**src/rtl/ldc_pkg.sv**
```systemverilog
package ldc_pkg;

    typedef enum logic [1:0] {
        ST_INIT  = 2'd0,
        ST_FREE  = 2'd1,
        ST_DELAY = 2'd2
    } ldc_state_e;

    typedef struct packed {
        logic req;
        logic en;
    } ldc_out_t;

    function automatic ldc_state_e reset_state(input logic prio);
        return prio ? ST_FREE : ST_INIT;
    endfunction

    function automatic ldc_out_t out_for(input ldc_state_e st, input logic prio,
                                         input logic dir);
        ldc_out_t o;
        case (st)
            ST_FREE:  begin o.req = prio ? dir : 1'b1; o.en = prio ? dir : 1'b1; end
            ST_DELAY: begin o.req = 1'b1; o.en = 1'b0; end
            default:  begin o.req = 1'b0; o.en = 1'b0; end
        endcase
        return o;
    endfunction

endpackage

```
**src/rtl/ldc_sync.sv**
```systemverilog
module ldc_sync #(
    parameter int STAGES = 2
) (
    input  logic clk,
    input  logic rst,
    input  logic d_i,
    output logic q_o
);
    logic [STAGES-1:0] shift_q;

    generate
        if (STAGES == 1) begin : g_one
            always_ff @(posedge clk) begin
                if (rst) shift_q <= '0;
                else     shift_q <= d_i;
            end
        end else begin : g_many
            always_ff @(posedge clk) begin
                if (rst) shift_q <= '0;
                else     shift_q <= {shift_q[STAGES-2:0], d_i};
            end
        end
    endgenerate

    assign q_o = shift_q[STAGES-1];
endmodule

```
**src/rtl/ldc_fsm.sv**
```systemverilog
module ldc_fsm
    import ldc_pkg::*;
#(
    parameter int PRIO_HOLD = 4,
    parameter int NORM_HOLD = 8,
    parameter int CW        = 4
) (
    input  logic       clk,
    input  logic       rst,
    input  logic       prio_i,
    input  logic       dir_i,
    input  logic       nbr_i,
    output ldc_state_e state_o,
    output logic [CW-1:0] cnt_o,
    output ldc_out_t   nxt_out_o
);
    localparam logic [CW-1:0] PRIO_LAST = CW'(PRIO_HOLD - 1);
    localparam logic [CW-1:0] NORM_LAST = CW'(NORM_HOLD - 1);

    ldc_state_e state_q, state_n;
    logic [CW-1:0] cnt_q, cnt_n;

    always_comb begin
        state_n = state_q;
        cnt_n   = cnt_q;
        case (state_q)
            ST_FREE: begin
                if (prio_i) begin
                    if (!dir_i && nbr_i) state_n = ST_INIT;
                end else if (nbr_i) begin
                    state_n = ST_INIT;
                end
                cnt_n = '0;
            end
            ST_INIT: begin
                cnt_n = '0;
                if (prio_i) begin
                    if (dir_i) state_n = ST_DELAY;
                end else if (dir_i && !nbr_i) begin
                    state_n = ST_DELAY;
                end
            end
            ST_DELAY: begin
                if (prio_i) begin
                    if (cnt_q == PRIO_LAST) begin
                        state_n = ST_FREE;
                        cnt_n   = '0;
                    end else begin
                        cnt_n = cnt_q + 1'b1;
                    end
                end else if (nbr_i) begin
                    state_n = ST_INIT;
                    cnt_n   = '0;
                end else if (cnt_q == NORM_LAST) begin
                    state_n = ST_FREE;
                    cnt_n   = '0;
                end else begin
                    cnt_n = cnt_q + 1'b1;
                end
            end
            default: begin
                state_n = reset_state(prio_i);
                cnt_n   = '0;
            end
        endcase
    end

    always_ff @(posedge clk) begin
        if (rst) begin
            state_q <= reset_state(prio_i);
            cnt_q   <= '0;
        end else begin
            state_q <= state_n;
            cnt_q   <= cnt_n;
        end
    end

    assign state_o   = state_q;
    assign cnt_o     = cnt_q;
    assign nxt_out_o = rst ? ldc_out_t'(2'b00) : out_for(state_n, prio_i, dir_i);
endmodule

```
**src/rtl/ldc_outreg.sv**
```systemverilog
module ldc_outreg
    import ldc_pkg::*;
(
    input  logic     clk,
    input  logic     rst,
    input  ldc_out_t d_i,
    output ldc_out_t q_o
);
    always_ff @(posedge clk) begin
        if (rst) q_o <= '0;
        else     q_o <= d_i;
    end
endmodule

```
**src/rtl/link_dir_ctrl.sv**
```systemverilog
module link_dir_ctrl
    import ldc_pkg::*;
#(
    parameter int PRIO_HOLD   = 4,
    parameter int NORM_HOLD   = 8,
    parameter int SYNC_STAGES = 2
) (
    input  logic clk,
    input  logic rst,
    input  logic prio_mode_i,
    input  logic dir_req_i,
    input  logic nbr_req_i,
    output logic chan_req_o,
    output logic out_en_o
);
    localparam int HOLD_MAX = (PRIO_HOLD > NORM_HOLD) ? PRIO_HOLD : NORM_HOLD;
    localparam int CW       = $clog2(HOLD_MAX + 1);

    logic          nbr_s;
    ldc_state_e    state_w;
    logic [CW-1:0] cnt_w;
    ldc_out_t      nxt_w, out_q;

    ldc_sync #(.STAGES(SYNC_STAGES)) u_sync (
        .clk (clk),
        .rst (rst),
        .d_i (nbr_req_i),
        .q_o (nbr_s)
    );

    ldc_fsm #(.PRIO_HOLD(PRIO_HOLD), .NORM_HOLD(NORM_HOLD), .CW(CW)) u_fsm (
        .clk       (clk),
        .rst       (rst),
        .prio_i    (prio_mode_i),
        .dir_i     (dir_req_i),
        .nbr_i     (nbr_s),
        .state_o   (state_w),
        .cnt_o     (cnt_w),
        .nxt_out_o (nxt_w)
    );

    ldc_outreg u_out (
        .clk (clk),
        .rst (rst),
        .d_i (nxt_w),
        .q_o (out_q)
    );

    assign chan_req_o = out_q.req;
    assign out_en_o   = out_q.en;
endmodule

```
**config.mk**
```make
export PLATFORM = sky130hd
export DESIGN_NAME = link_dir_ctrl
export DESIGN_NICKNAME = d
export VERILOG_FILES = /design/src/rtl/ldc_pkg.sv /design/src/rtl/ldc_sync.sv /design/src/rtl/ldc_fsm.sv /design/src/rtl/ldc_outreg.sv /design/src/rtl/link_dir_ctrl.sv
export SDC_FILE = /design/constraint.sdc
export NUM_CORES = 1
export LEC_CHECK = 0
export ABC_CLOCK_PERIOD_IN_PS = 5300
export BUFFER_PORTS_ARGS = -buffer_cell sky130_fd_sc_hd__buf_4
export CAP_MARGIN = 20
export CORE_MARGIN = 1
export CORE_UTILIZATION = 35
export DETAILED_ROUTE_END_ITERATION = 16
export HOLD_SLACK_MARGIN = 0.12
export PLACE_DENSITY = 0.64
export SLEW_MARGIN = 20
export SYNTH_ARGS = -nofsm -noshare
export SYNTH_HDL_FRONTEND = slang
export SYNTH_SLANG_ARGS = --single-unit
export TNS_END_PERCENT = 100
```
**constraint.sdc**
```tcl
create_clock -name clk -period 5.3 [get_ports clk]
set_clock_uncertainty 0.2 [all_clocks]
set_input_delay 0.265 -clock clk [delete_from_list [all_inputs] [get_ports clk]]
set_output_delay 0.265 -clock clk [all_outputs]
set_load 0.01 [all_outputs]
```
== Word-level counts from Yosys, hierarchy flattened ==
Cells that the tools add are included.

* Output and inout port bits: 2
* Register bits after elaboration: 10
* Logic and storage cells: 38
* Input port bits: 5

* Eq/ne operators: 6
* Bitwise operators: 1
* Muxes and demuxes: 19
* Add/sub/neg operators: 1
* Reduce and logical (&&, ||, !) cells: 6

{| class="wikitable"
|+ Operators by type and width
! cell !! count
|-
| 2-bit 2-to-1 mux || 11
|-
| 4-bit 2-to-1 mux || 4
|-
| 2-bit case mux with 3 select lines || 1
|-
| 4-bit by 1-bit adder with 4-bit output (second input constant) || 1
|-
| 2-bit by 1-bit equality test with 1-bit output (second input constant) || 2
|-
| 2-bit equality test (second input constant) || 2
|-
| 4-bit by 2-bit equality test with 1-bit output (second input constant) || 1
|-
| 4-bit by 3-bit equality test with 1-bit output (second input constant) || 1
|-
| 2-bit case mux with 2 select lines || 1
|-
| 1-bit logical AND || 2
|-
| 1-bit logical NOT || 2
|-
| 2-bit logical NOT || 1
|-
| 1-bit 2-to-1 mux || 2
|-
| 2-bit OR reduction || 1
|-
| 1-bit NOT || 1
|}

== Depth between registers and ports, before layout ==
* Depth after elaboration: 7
* Mapped depth: 7
* Gate-level depth less buffers: 7

== Cells and area by module ==
A second synthesis with hierarchy kept.

* Cell total of the unflattened synthesis: 56
* Area, all modules: 503.0 µm²

{| class="wikitable"
|+ By module, submodules not included
! module !! area an instance (µm²) !! sequential area each (µm²) !! times used !! cells each
|-
| ldc_fsm || 397.9 || 120.1 || 1 || 48
|-
| ldc_outreg || 52.6 || 40.0 || 1 || 4
|-
| ldc_sync || 52.6 || 40.0 || 1 || 4
|}

== Worst setup path after synthesis ==
OpenSTA, ideal clock, no wires.

* Path type: register to register
* Start: reg u_fsm.cnt_q[0] (netlist: u_fsm.cnt_o[0])
* End: reg u_out.q_o[0] (netlist name)
* Period minus slack after synthesis: 1.846 ns
* Stages on the path, launching flop included: 6
* Arrival: 1.569 ns
* Buffers on the path: 0
* Setup slack: 3.454 ns
* Required time: 5.022 ns
* Setup time: 0.078 ns
* Cell sequence: dfxtp_1 ha_1 nor3b_2 a2111o_1 ha_1 nor3_1

* Cells in the longest elaborated chain, start to end: 7
* Elaborated cells between the ends (all ways): 10
* Classes of those cells: eq/ne (4); mux (6)

{| class="wikitable"
|+ RTL lines
! item !! RTL line !! source
|-
| start: declaration || ldc_fsm.sv:21 || <nowiki>logic [CW-1:0] cnt_q, cnt_n;</nowiki>
|-
| start signal: assignment || ldc_fsm.sv:74 || <nowiki>cnt_q <= cnt_n;</nowiki>
|-
| 4-bit by 3-bit equality test with 1-bit output || ldc_fsm.sv:54 || <nowiki>end else if (cnt_q == NORM_LAST) begin</nowiki>
|-
| 2-bit 2-to-1 mux || ldc_fsm.sv:54 ||
|-
| 2-bit 2-to-1 mux || ldc_fsm.sv:51 || <nowiki>end else if (nbr_i) begin</nowiki>
|-
| 2-bit 2-to-1 mux * || ldc_fsm.sv:44 || <nowiki>if (prio_i) begin</nowiki>
|-
| 2-bit case mux with 3 select lines * || ldc_fsm.sv:26 || <nowiki>case (state_q)</nowiki>
|-
| 2-bit equality test / 2-bit by 1-bit equality test with 1-bit output (equally long branches) || ldc_pkg.sv:21 || <nowiki>case (st)</nowiki>
|-
| 2-bit case mux with 2 select lines * || ldc_pkg.sv:21 ||
|-
| end signal: assignment || ldc_outreg.sv:11 || <nowiki>else q_o <= d_i;</nowiki>
|-
| end: declaration || ldc_outreg.sv:7 || <nowiki>output ldc_out_t q_o</nowiki>
|}

Every way passes the cells marked *; elsewhere a longest branch is shown, timed or not.
A chain may end at the register's enable or synchronous reset.

== Final worst setup path ==
* Start: reg u_fsm.cnt_q[0] (netlist: u_fsm.cnt_o[0])
* End: reg u_out.q_o[1] (netlist name)

Same word-level chain as after synthesis.

==> impl_metrics.env <==
export IMPL_initial_core_util=0.379
export IMPL_track_usage=0.145
export IMPL_multi_input_area_um2=284
export IMPL_crit_required_ns=5.28
export IMPL_drt_iter0_markers=2
export IMPL_ir_drop_mv=0.121
export IMPL_clock_latency_ns=0.27
export IMPL_cts_tree="done"
export IMPL_cp_slowest_cell="dfxtp_1"
export IMPL_final_common_cell="dfxtp_1"
export IMPL_setup_slack_ns=3.30
export IMPL_slew_violations=0
export IMPL_register_area_um2=200
export IMPL_dp_cells=73
export IMPL_post_cts_setup_buffers=0
export IMPL_antenna_cells=0
export IMPL_yosysUniqueCellTypes=27
export IMPL_syn_area_um2=499
export IMPL_timing_fmax_mhz=500
export IMPL_die_height_um=39.8
export IMPL_crit_chain="ha_1 > nor4bb_1 > o21ai_0 > o21ai_0 > ha_1 > o21ai_0 > a211oi_1"
export IMPL_syn_inst=52
export IMPL_cp_common_cell="o21ai_0"
export IMPL_syn2layout_area_growth_pct=24.1
export IMPL_status="completed"
export IMPL_layout_common_cells="10 x dfxtp_1, 6 x buf_4, 5 x a21oi_1, 4 x inv_1"
export IMPL_fin_setup_tns_ns=0
export IMPL_rsz0062_at_grt="false"
export IMPL_cp_end_kind="register"
export IMPL_critPathMaxStageDelay_ns=0.36
export IMPL_antenna_found_initial=0
export IMPL_vias_per_cell=5.23
export IMPL_syn_area_per_cell_um2=9.60
export IMPL_ys_seq_area_frac=0.401
export IMPL_synth_fp_nets=60
export IMPL_cp_start_kind="register"
export IMPL_fin_util=0.470
export IMPL_gr_total_overflow=0
export IMPL_ioPinCount=7
export IMPL_grt_pass1_vias=317
export IMPL_fin_crit_sh=0.377
export IMPL_cp_max_fo=5
export IMPL_tightest_slew_ns=0.412
export IMPL_hpwl_um=642
export IMPL_routed_wl_um=906
export IMPL_finalHoldViolCount=0
export IMPL_fin_crit_ns=2.00
export IMPL_setup_viol=0
export IMPL_post_layout_nonfiller_instances=79
export IMPL_drc=0
export IMPL_hold_ws_ns=0.144
export IMPL_max_cap_violations=0
export IMPL_firstDrtPassIters=4
export IMPL_cts_root_buf="clkbuf_4"
export IMPL_p_per_area_mw_per_mm2=284
export IMPL_via_count=413
export IMPL_hp_class="in2reg"
export IMPL_cts_buffers=3
export IMPL_cts_sinks=10
export IMPL_rows=13
export IMPL_die_area_mm2=0.00158
export IMPL_h_tree_depth=1
export IMPL_ys_ff_latch=10
export IMPL_grt_pass1_wl_um=1390
export IMPL_critPathKind="reg2reg"
export IMPL_yosys_warnings=0
export IMPL_relSlewSlack=0.718
export IMPL_die_w_um=39.8
export IMPL_ant_nets=0
export IMPL_final_layout_size_suffix_gt1_frac=0.234
export IMPL_post_place_ws_ns=3.29
export IMPL_crit_arrival_ns=1.98
export IMPL_clockBufferDepth=2
export IMPL_wire_per_inst_um=11.5
export IMPL_p_leak_nw=0.237
export IMPL_place_congestion=0.655
export IMPL_clkTransAtPathRegs_ns=0.07
export IMPL_core_area_mm2=0.00132
export IMPL_fillers=130
export IMPL_grt_max_degree=10
export IMPL_ctsResizeCount=0
export IMPL_io_buffers=6
export IMPL_num_nets_final=73
[through the flow]
step | instance area (µm²) | power, mW
global route | 619 | 0.185
global placement | 563 | 0.105
finish | 619 | 0.176
detailed placement | 563 | 0.105
floorplan | 499 | 0.0971
CTS | 619 | 0.178
[path summary, 6_finish.rpt]
kind	slack, ns	endpoint	startpoint	cells after the start
worst max register to register	3.30	u_out.q_o[1]	u_fsm.cnt_o[0]	7
worst max-delay path	3.30	u_out.q_o[1]	u_fsm.cnt_o[0]	7
worst min-delay path	0.14	u_out.q_o[0]	dir_req_i	3
worst min register to register	0.25	u_sync.shift_q[1]	u_sync.shift_q[0]	1
[synth_stat cells, drive strengths merged]
library cell  number  area share
nand3              1       0.010
xnor2              1       0.018
inv                4       0.030
o21a               1       0.015
nor3b              3       0.065
ha                 3       0.075
nor4bb             1       0.020
o221ai             1       0.018
nor2               2       0.015
or2                1       0.013
nand2b             1       0.013
nand2              1      0.0075
a2111oi            1       0.018
a2111o             1       0.023
a211o              1       0.018
or4                1       0.015
nand3b             1       0.015
a211oi             1       0.015
o21ai              3       0.030
nor3               2       0.020
o211ai             1       0.015
a21oi              5       0.050
or4b               1       0.028
nor2b              4       0.055
dfxtp             10        0.40
[report_power, final]
| part | internal [mW] | switching, mW |
|---|---|---|
| registers | 0.0788 | 0.00372 |
| clock network | 0.0418 | 0.0290 |
| logic | 0.0120 | 0.0105 |
[layer usage]
metal	vias up	GRT usage	routed length, µm	part of all wire
met5	-	0	0	0
met4	0	0.103	27	0.030
met3	5	0.0852	39	0.043
met2	8	0.201	405	0.45
met1	185	0.161	434	0.48
li1	215	-	-	-
[cell families after synthesis]
group | count (synthesis) | synth area share
compound gates | 15 | 0.201
fa+ha+maj | 3 | 0.0752
xor+xnor | 1 | 0.0175
flops | 10 | 0.401
simple gates | 19 | 0.276
buf+inv | 4 | 0.0301
[sequential cells by signal, summed over array words and instances, names as in the netlist]
signal / count
u_sync.shift_q: 2
u_fsm.cnt_o: 4
u_fsm.state_o: 2
u_out.q_o: 2
[critical path: cells and delay by family, from the launching register on]
family / cells / cell delay [ns]
compound gates: 4 / 0.68
fa+ha+maj: 2 / 0.39
flops: 1 / 0.36
simple gates: 1 / 0.29
[final cells by class]
cell class / instances / area share
flip-flops and latches: 10 / 0.323
inverters: 4 / 0.0242
well taps: 15 / 0.0303
clock buffers: 4 / 0.0586
repair buffers: 8 / 0.105
multi-input cells: 38 / 0.459
[timing repair]
| action | CTS | global route |
|---|---|---|
| hold buffers | 2 | 0 |
| setup endpoints to repair | 0 | 0 |
| hold endpoints to repair | 6 | 0 |
Note: power is estimated with default switching activity, not from simulation.
